--- src/rtl/gate_guard_pkg.sv ---
package gate_guard_pkg;
  function automatic int hold_cycles(input int clk_khz, input int width_us);
    return (clk_khz * width_us) / 1000;
  endfunction
endpackage

--- src/rtl/gg_sync.sv ---
module gg_sync #(
  parameter int W = 1,
  parameter logic [W-1:0] RST_VAL = '0
) (
  input  logic         clk,
  input  logic         rst_n,
  input  logic [W-1:0] d,
  output logic [W-1:0] q
);
  logic [W-1:0] meta;
  always_ff @(posedge clk or negedge rst_n) begin
    if (!rst_n) begin
      meta <= RST_VAL;
      q    <= RST_VAL;
    end else begin
      meta <= d;
      q    <= meta;
    end
  end
endmodule

--- src/rtl/gg_latch.sv ---
module gg_latch #(
  parameter int W = 1
) (
  input  logic         clk,
  input  logic         rst_n,
  input  logic [W-1:0] trip,
  input  logic [W-1:0] clr,
  output logic [W-1:0] st
);
  always_ff @(posedge clk or negedge rst_n) begin
    if (!rst_n) st <= '0;
    else        st <= trip | (st & ~clr);
  end

  // trip wins over release
  p_trip_wins_r9: assert property (@(posedge clk) disable iff (!rst_n)
    (trip != '0) |=> ((st & $past(trip)) == $past(trip)));
endmodule

--- src/rtl/gg_pulse.sv ---
module gg_pulse #(
  parameter int HOLD = 2000
) (
  input  logic clk,
  input  logic rst_n,
  input  logic load,
  input  logic level,
  output logic fault_n
);
  localparam int CW = $clog2(HOLD + 1);
  localparam logic [CW-1:0] HOLD_V = CW'(HOLD);
  logic [CW-1:0] cnt;

  always_ff @(posedge clk or negedge rst_n) begin
    if (!rst_n) begin
      cnt     <= '0;
      fault_n <= 1'b1;
    end else begin
      if (load)           cnt <= HOLD_V;
      else if (cnt != '0) cnt <= cnt - 1'b1;
      fault_n <= !(load || level || (cnt != '0));
    end
  end

  // counter never exceeds its reload
  p_cnt_bound_r3: assert property (@(posedge clk) disable iff (!rst_n)
    cnt <= HOLD_V);
  // a reload always reports the fault
  p_load_flags_r3: assert property (@(posedge clk) disable iff (!rst_n)
    load |=> !fault_n);
endmodule

--- src/rtl/gg_phase.sv ---
module gg_phase (
  input  logic clk,
  input  logic rst_n,
  input  logic cmd,
  input  logic blank,
  output logic gate
);
  logic prev, armed, rise;
  assign rise = cmd & ~prev;

  always_ff @(posedge clk or negedge rst_n) begin
    if (!rst_n) begin
      prev  <= 1'b1;
      armed <= 1'b0;
      gate  <= 1'b0;
    end else begin
      prev  <= cmd;
      armed <= blank ? 1'b0 : (rise | armed);
      gate  <= ~blank & cmd & (armed | rise);
    end
  end

  // a gate only turns on from an armed state or a fresh edge
  p_rearm_edge_r4: assert property (@(posedge clk) disable iff (!rst_n)
    (!armed && !rise) |=> !gate);
  // an armed, unblanked gate follows a high command
  p_follow_r1: assert property (@(posedge clk) disable iff (!rst_n)
    (armed && cmd && !blank) |=> gate);
endmodule

--- src/rtl/gate_guard.sv ---
module gate_guard #(
  parameter int CLK_KHZ      = 100000,
  parameter int MIN_FAULT_US = 20,
  parameter int PHASES       = 3
) (
  input  logic              clk,
  input  logic              rst_n,
  input  logic [PHASES-1:0] cmd_hi,
  input  logic [PHASES-1:0] cmd_lo,
  input  logic              sc_det,
  input  logic              lsuv_trip,
  input  logic              lsuv_clr,
  input  logic [PHASES-1:0] hsuv_trip,
  input  logic [PHASES-1:0] hsuv_clr,
  input  logic              ot_trip,
  input  logic              ot_clr,
  output logic [PHASES-1:0] gate_hi,
  output logic [PHASES-1:0] gate_lo,
  output logic              fault_n
);
  import gate_guard_pkg::*;
  localparam int HOLD = hold_cycles(CLK_KHZ, MIN_FAULT_US);
  localparam int NCMD = 2 * PHASES;
  localparam int NFLT = 5 + 2 * PHASES;

  logic [NCMD-1:0] cmd_s;
  logic [NFLT-1:0] flt_s;
  logic sc_s, sc_prev, lsuv_trip_s, lsuv_clr_s, ot_trip_s, ot_clr_s;
  logic [PHASES-1:0] hsuv_trip_s, hsuv_clr_s, hsuv_st;
  logic lsuv_st, ot_st, load, lo_blank;

  gg_sync #(.W(NCMD), .RST_VAL({NCMD{1'b1}})) u_cmd_sync (
    .clk(clk), .rst_n(rst_n), .d({cmd_hi, cmd_lo}), .q(cmd_s));
  gg_sync #(.W(NFLT), .RST_VAL('0)) u_flt_sync (
    .clk(clk), .rst_n(rst_n),
    .d({sc_det, lsuv_trip, lsuv_clr, ot_trip, ot_clr, hsuv_trip, hsuv_clr}),
    .q(flt_s));

  assign {sc_s, lsuv_trip_s, lsuv_clr_s, ot_trip_s, ot_clr_s,
          hsuv_trip_s, hsuv_clr_s} = flt_s;

  gg_latch #(.W(1)) u_lsuv (.clk(clk), .rst_n(rst_n),
    .trip(lsuv_trip_s), .clr(lsuv_clr_s), .st(lsuv_st));
  gg_latch #(.W(1)) u_ot (.clk(clk), .rst_n(rst_n),
    .trip(ot_trip_s), .clr(ot_clr_s), .st(ot_st));
  gg_latch #(.W(PHASES)) u_hsuv (.clk(clk), .rst_n(rst_n),
    .trip(hsuv_trip_s), .clr(hsuv_clr_s), .st(hsuv_st));

  always_ff @(posedge clk or negedge rst_n) begin
    if (!rst_n) sc_prev <= 1'b0;
    else        sc_prev <= sc_s;
  end

  assign load = (sc_s & ~sc_prev) | (lsuv_trip_s & ~lsuv_st) | (ot_trip_s & ~ot_st);
  assign lo_blank = sc_s | lsuv_st | ot_st;

  gg_pulse #(.HOLD(HOLD)) u_pulse (.clk(clk), .rst_n(rst_n),
    .load(load), .level(lsuv_st | ot_st), .fault_n(fault_n));

  for (genvar i = 0; i < PHASES; i++) begin : g_phase
    gg_phase u_hi (.clk(clk), .rst_n(rst_n), .cmd(cmd_s[PHASES + i]),
      .blank(hsuv_st[i]), .gate(gate_hi[i]));
    gg_phase u_lo (.clk(clk), .rst_n(rst_n), .cmd(cmd_s[i]),
      .blank(lo_blank), .gate(gate_lo[i]));

    // high-side supply loss removes only that phase's high gate
    p_hs_off_r6: assert property (@(posedge clk) disable iff (!rst_n)
      hsuv_st[i] |=> !gate_hi[i]);
  end

  // short circuit clears every low-side gate
  p_sc_lo_off_r2: assert property (@(posedge clk) disable iff (!rst_n)
    sc_s |=> (gate_lo == '0));
  // short-circuit edge is reported
  p_sc_flag_r3: assert property (@(posedge clk) disable iff (!rst_n)
    $rose(sc_s) |=> !fault_n);
  // latched low-side supply fault is reported
  p_lsuv_flag_r5: assert property (@(posedge clk) disable iff (!rst_n)
    lsuv_st |=> !fault_n);
  // latched over-temperature is reported
  p_ot_flag_r7: assert property (@(posedge clk) disable iff (!rst_n)
    ot_st |=> !fault_n);
  // reset keeps the bridge off and the report quiet
  p_rst_safe_r8: assert property (@(posedge clk)
    !rst_n |=> (gate_hi == '0 && gate_lo == '0 && fault_n));
endmodule

--- config.mk ---
export PLATFORM = sky130hd
export DESIGN_NAME = gate_guard
export DESIGN_NICKNAME = d
export VERILOG_FILES = /design/src/rtl/gate_guard_pkg.sv /design/src/rtl/gg_sync.sv /design/src/rtl/gg_latch.sv /design/src/rtl/gg_pulse.sv /design/src/rtl/gg_phase.sv /design/src/rtl/gate_guard.sv
export SDC_FILE = /design/constraint.sdc
export NUM_CORES = 1
export LEC_CHECK = 0
export ABC_AREA = 0
export BUFFER_PORTS_ARGS = -buffer_cell sky130_fd_sc_hd__buf_2
export CAP_MARGIN = 20
export CORE_AREA = 2 2 55 109
export DETAILED_ROUTE_END_ITERATION = 12
export DIE_AREA = 0 0 57 111
export GPL_TIMING_DRIVEN = 0
export PLACE_DENSITY = 0.6
export SYNTH_ARGS = -nofsm -noshare
export SYNTH_HDL_FRONTEND = slang
export SYNTH_SLANG_ARGS = --single-unit
--- constraint.sdc ---
create_clock -name clk -period 2.7 [get_ports clk]
set_clock_uncertainty 0.2 [all_clocks]
set_input_delay 0.405 -clock clk [delete_from_list [all_inputs] [get_ports clk]]
set_output_delay 0.405 -clock clk [all_outputs]
set_load 0.005 [all_outputs]
==> out/results.tsv <==
stage	metric	value	unit
final_layout	share of post-route cells with drive strength above 1	30.3	%
clocking	Clock Sink Count	70	
global_route	vias in the first global route	1543	
synth	Mapped Area	0.00242	mm2
global_route	GR Util All Layers	13.0	%
synth	Seq cells post-synth	70	
critical_path	CP required	2.74	ns
clocking	CTS buffer count	9	
synth	Most used DFF post-synth	dfrtp_1	
global_route	initial antenna violation count	0	
floorplan	Die H	111	um
global_route	final global-route overflow total	0	
place	routability cong.	0.764	
place	placed cell area	0.00262	mm2
floorplan	Die X	57	um
timing	period utilization	75.5	%
final_layout	Nets	246	
final_layout	Util after Layout	56.5	%
place	placed cell count	259	
pwr	Pleak	1.40	nW
critical_path	startpoint types	flop	
final_layout	Area growth syn-to-layout	30.1	%
critical_path	Worst Path Max Fanout	9	
critical_path	CP Capture Type	flop	
floorplan	initial core utilization	43.5	%
timing	Worst-Margin Slew	0.818	ns
drt	Post-DRT Antenna Nets	0	
drt	routed len/inst	12.0	um
clocking	CTS tree	yes	
floorplan	Die ar.	0.00633	mm2
timing	Min Hold Slack	-0.0448	ns
clocking	Root Driver	clkbuf_16	
place	port bufs	25	
timing	# setup viols final	0	
global_route	global-route wire length before repair	6270	um
synth	Async SR Flop Fraction	100	%
place	DP Worst Slack	0.673	ns
synth	synthesized instance count	173	
clocking	clk slew on worst S/H paths	0.06	ns
drt	Iteration-0 DRC Markers	58	
timing	max-slew violation count	0	
drt	DRC Markers	0	
floorplan	cell row count	39	
place	DP HPWL	2190	um
timing	Slew headroom	45.5	%
pwr	pwr dens	880	mW/mm2
synth	Mean Syn Cell Area	14.0	um2
timing	setup ws final	0.661	ns
drt	First-pass DRT Iterations	4	
drt	routed vias	1459	
job	max-cap violation count	0	
final_layout	Design Area, Final	0.00315	mm2
final_layout	Filler cells	456	
critical_path	Critical Path AT	2.08	ns
pwr	Max VDD drop	739	uV
synth	post-synth cell types	37	
clocking	Clock Path Buffers	2	
final_layout	Ant. Diodes	0	
drt	DR vias/cell	5.00	
synth	Synth Warn #	0	
final_layout	commonest cells after routing, fill and taps aside	51 x dfrtp_1, 24 x buf_2, 19 x dfstp_2	
synth	Seq/Total Area, Yosys	73.4	%
min_path	Hold Path Class	input port to asynchronous set/reset pin	
clocking	clock latency on the worst-skew pair	0.32	ns
run_status	status	finished, violations left	
synth	Post-synth EDFFs	0	
global_route	largest net degree at the start of global routing	71	
drt	Routed WL	3510	um
final_layout	most common cell after layout, fill and taps aside	dfrtp_1	
timing	RSZ-0062 raised after global routing	no	
final_layout	Non-Filler Instances	292	
clocking	# H-tree levels	3	
synth	Synth Net Count	193	
floorplan	core area	0.00556	mm2
timing	Setup TNS	0	ns
floorplan	I/O pins	26	
timing	fmax	0.490	GHz
run_status	failing checks	negative hold slack	
timing	minimum clock period after layout	2.04	ns
critical_path	critical path class	flop to flop	
timing	final hold violation count	24	
kinds of logic after synthesis:
family	count (synthesis)	synth area share, %
simple gates	46	11.7
buf+inv	24	5.28
fa+ha+maj	1	0.517
mux	2	0.828
flops	70	73.4
xor+xnor	1	0.362
compound gates	29	7.86
report_power, final:
group / internal (mW) / switching (mW) / total (mW)
Sequential: 1.13 / 0.0507 / 1.18
Combinational: 0.110 / 0.120 / 0.230
Clock: 0.915 / 0.440 / 1.36
Total: 2.16 / 0.611 / 2.77
cells in the mapped netlist (3+ instances only):
library cell  number  area [um2]
nor2_1             6        22.5
nor4_1             7        43.8
clkbuf_1           3        11.3
o21ai_0            3        15.0
buf_4              6        45.0
nand3_1            4        20.0
and2_1             3        18.8
a21oi_1            9        45.0
nor3_1             5        25.0
dfstp_2           19         499
a21o_1             5        37.5
nand2b_1           6        37.5
inv_1             13        48.8
dfrtp_1           51        1280
nor2b_1            3        18.8
routing by layer:
metal  wire, um  track usage (%)
met1       1500             14.3
met5          0                0
met4         89             6.98
met2       1770             21.1
met3        149             4.90
stage by stage:
step	total power [mW]	hold slack, ns
2_1_floorplan	1.34	-0.0906
3_3_place_gp	1.40	0.131
3_5_place_dp	1.41	0.137
4_1_cts	2.81	0.0101
5_1_grt	2.89	0.0532
6_report	2.77	-0.0448
cell type report:
cell class	instances	area (um2)	share of cell area, %
Multi-Input combinational cell	79	515	16.4
Clock buffer	9	225	7.16
Timing Repair Buffer	42	298	9.47
Tap cell	61	76.3	2.43
Inverter	13	48.8	1.55
Sequential cell	70	1780	56.4
Clock inverter	7	128	4.06
Buffer	11	78.8	2.51
critical path: stages (launching register included):
cell and delay (ns):
dfrtp_1 0.37, buf_6 0.14, or4_4 0.47, buf_6 0.15
nor4_1 0.37, mux2i_1 0.25
timing repair:
item	4_1_cts	5_1_grt
resized for setup	0	0
endpoints found under the hold margin	17	0
hold buffers	17	0
buffers inserted	0	0
registers in the layout, summed over array words and instances, names as in the netlist, 3 cells and up:
name / flops
u_pulse.cnt: 11
g_phase.u_hi.gate: 3
g_phase.u_hi.armed: 3
u_flt_sync.q: 11
u_cmd_sync.q: 6
g_phase.u_lo.gate: 3
g_phase.u_lo.prev: 3
g_phase.u_hi.prev: 3
u_hsuv.st: 3
u_flt_sync.meta: 11
u_cmd_sync.meta: 6
g_phase.u_lo.armed: 3
worst paths after layout:
| check | slack [ns] | start | end | depth (start not counted) |
|---|---|---|---|---|
| worst max-delay path | 0.66 | u_pulse.cnt[4] | u_pulse.cnt[9] | 5 |
| worst min-delay path | -0.04 | rst_n | g_phase[2].u_hi.armed | 1 |
| worst max register to register | 0.66 | u_pulse.cnt[4] | u_pulse.cnt[9] | 5 |
| worst min register to register | 0.15 | u_flt_sync.meta[10] | u_flt_sync.q[10] | 0 |
| max in group asynchronous | 1.78 | rst_n | g_phase[0].u_lo.gate | 1 |
| min in group clk | 0.15 | u_flt_sync.meta[10] | u_flt_sync.q[10] | 0 |
Note: power is estimated with default switching activity, not from simulation.
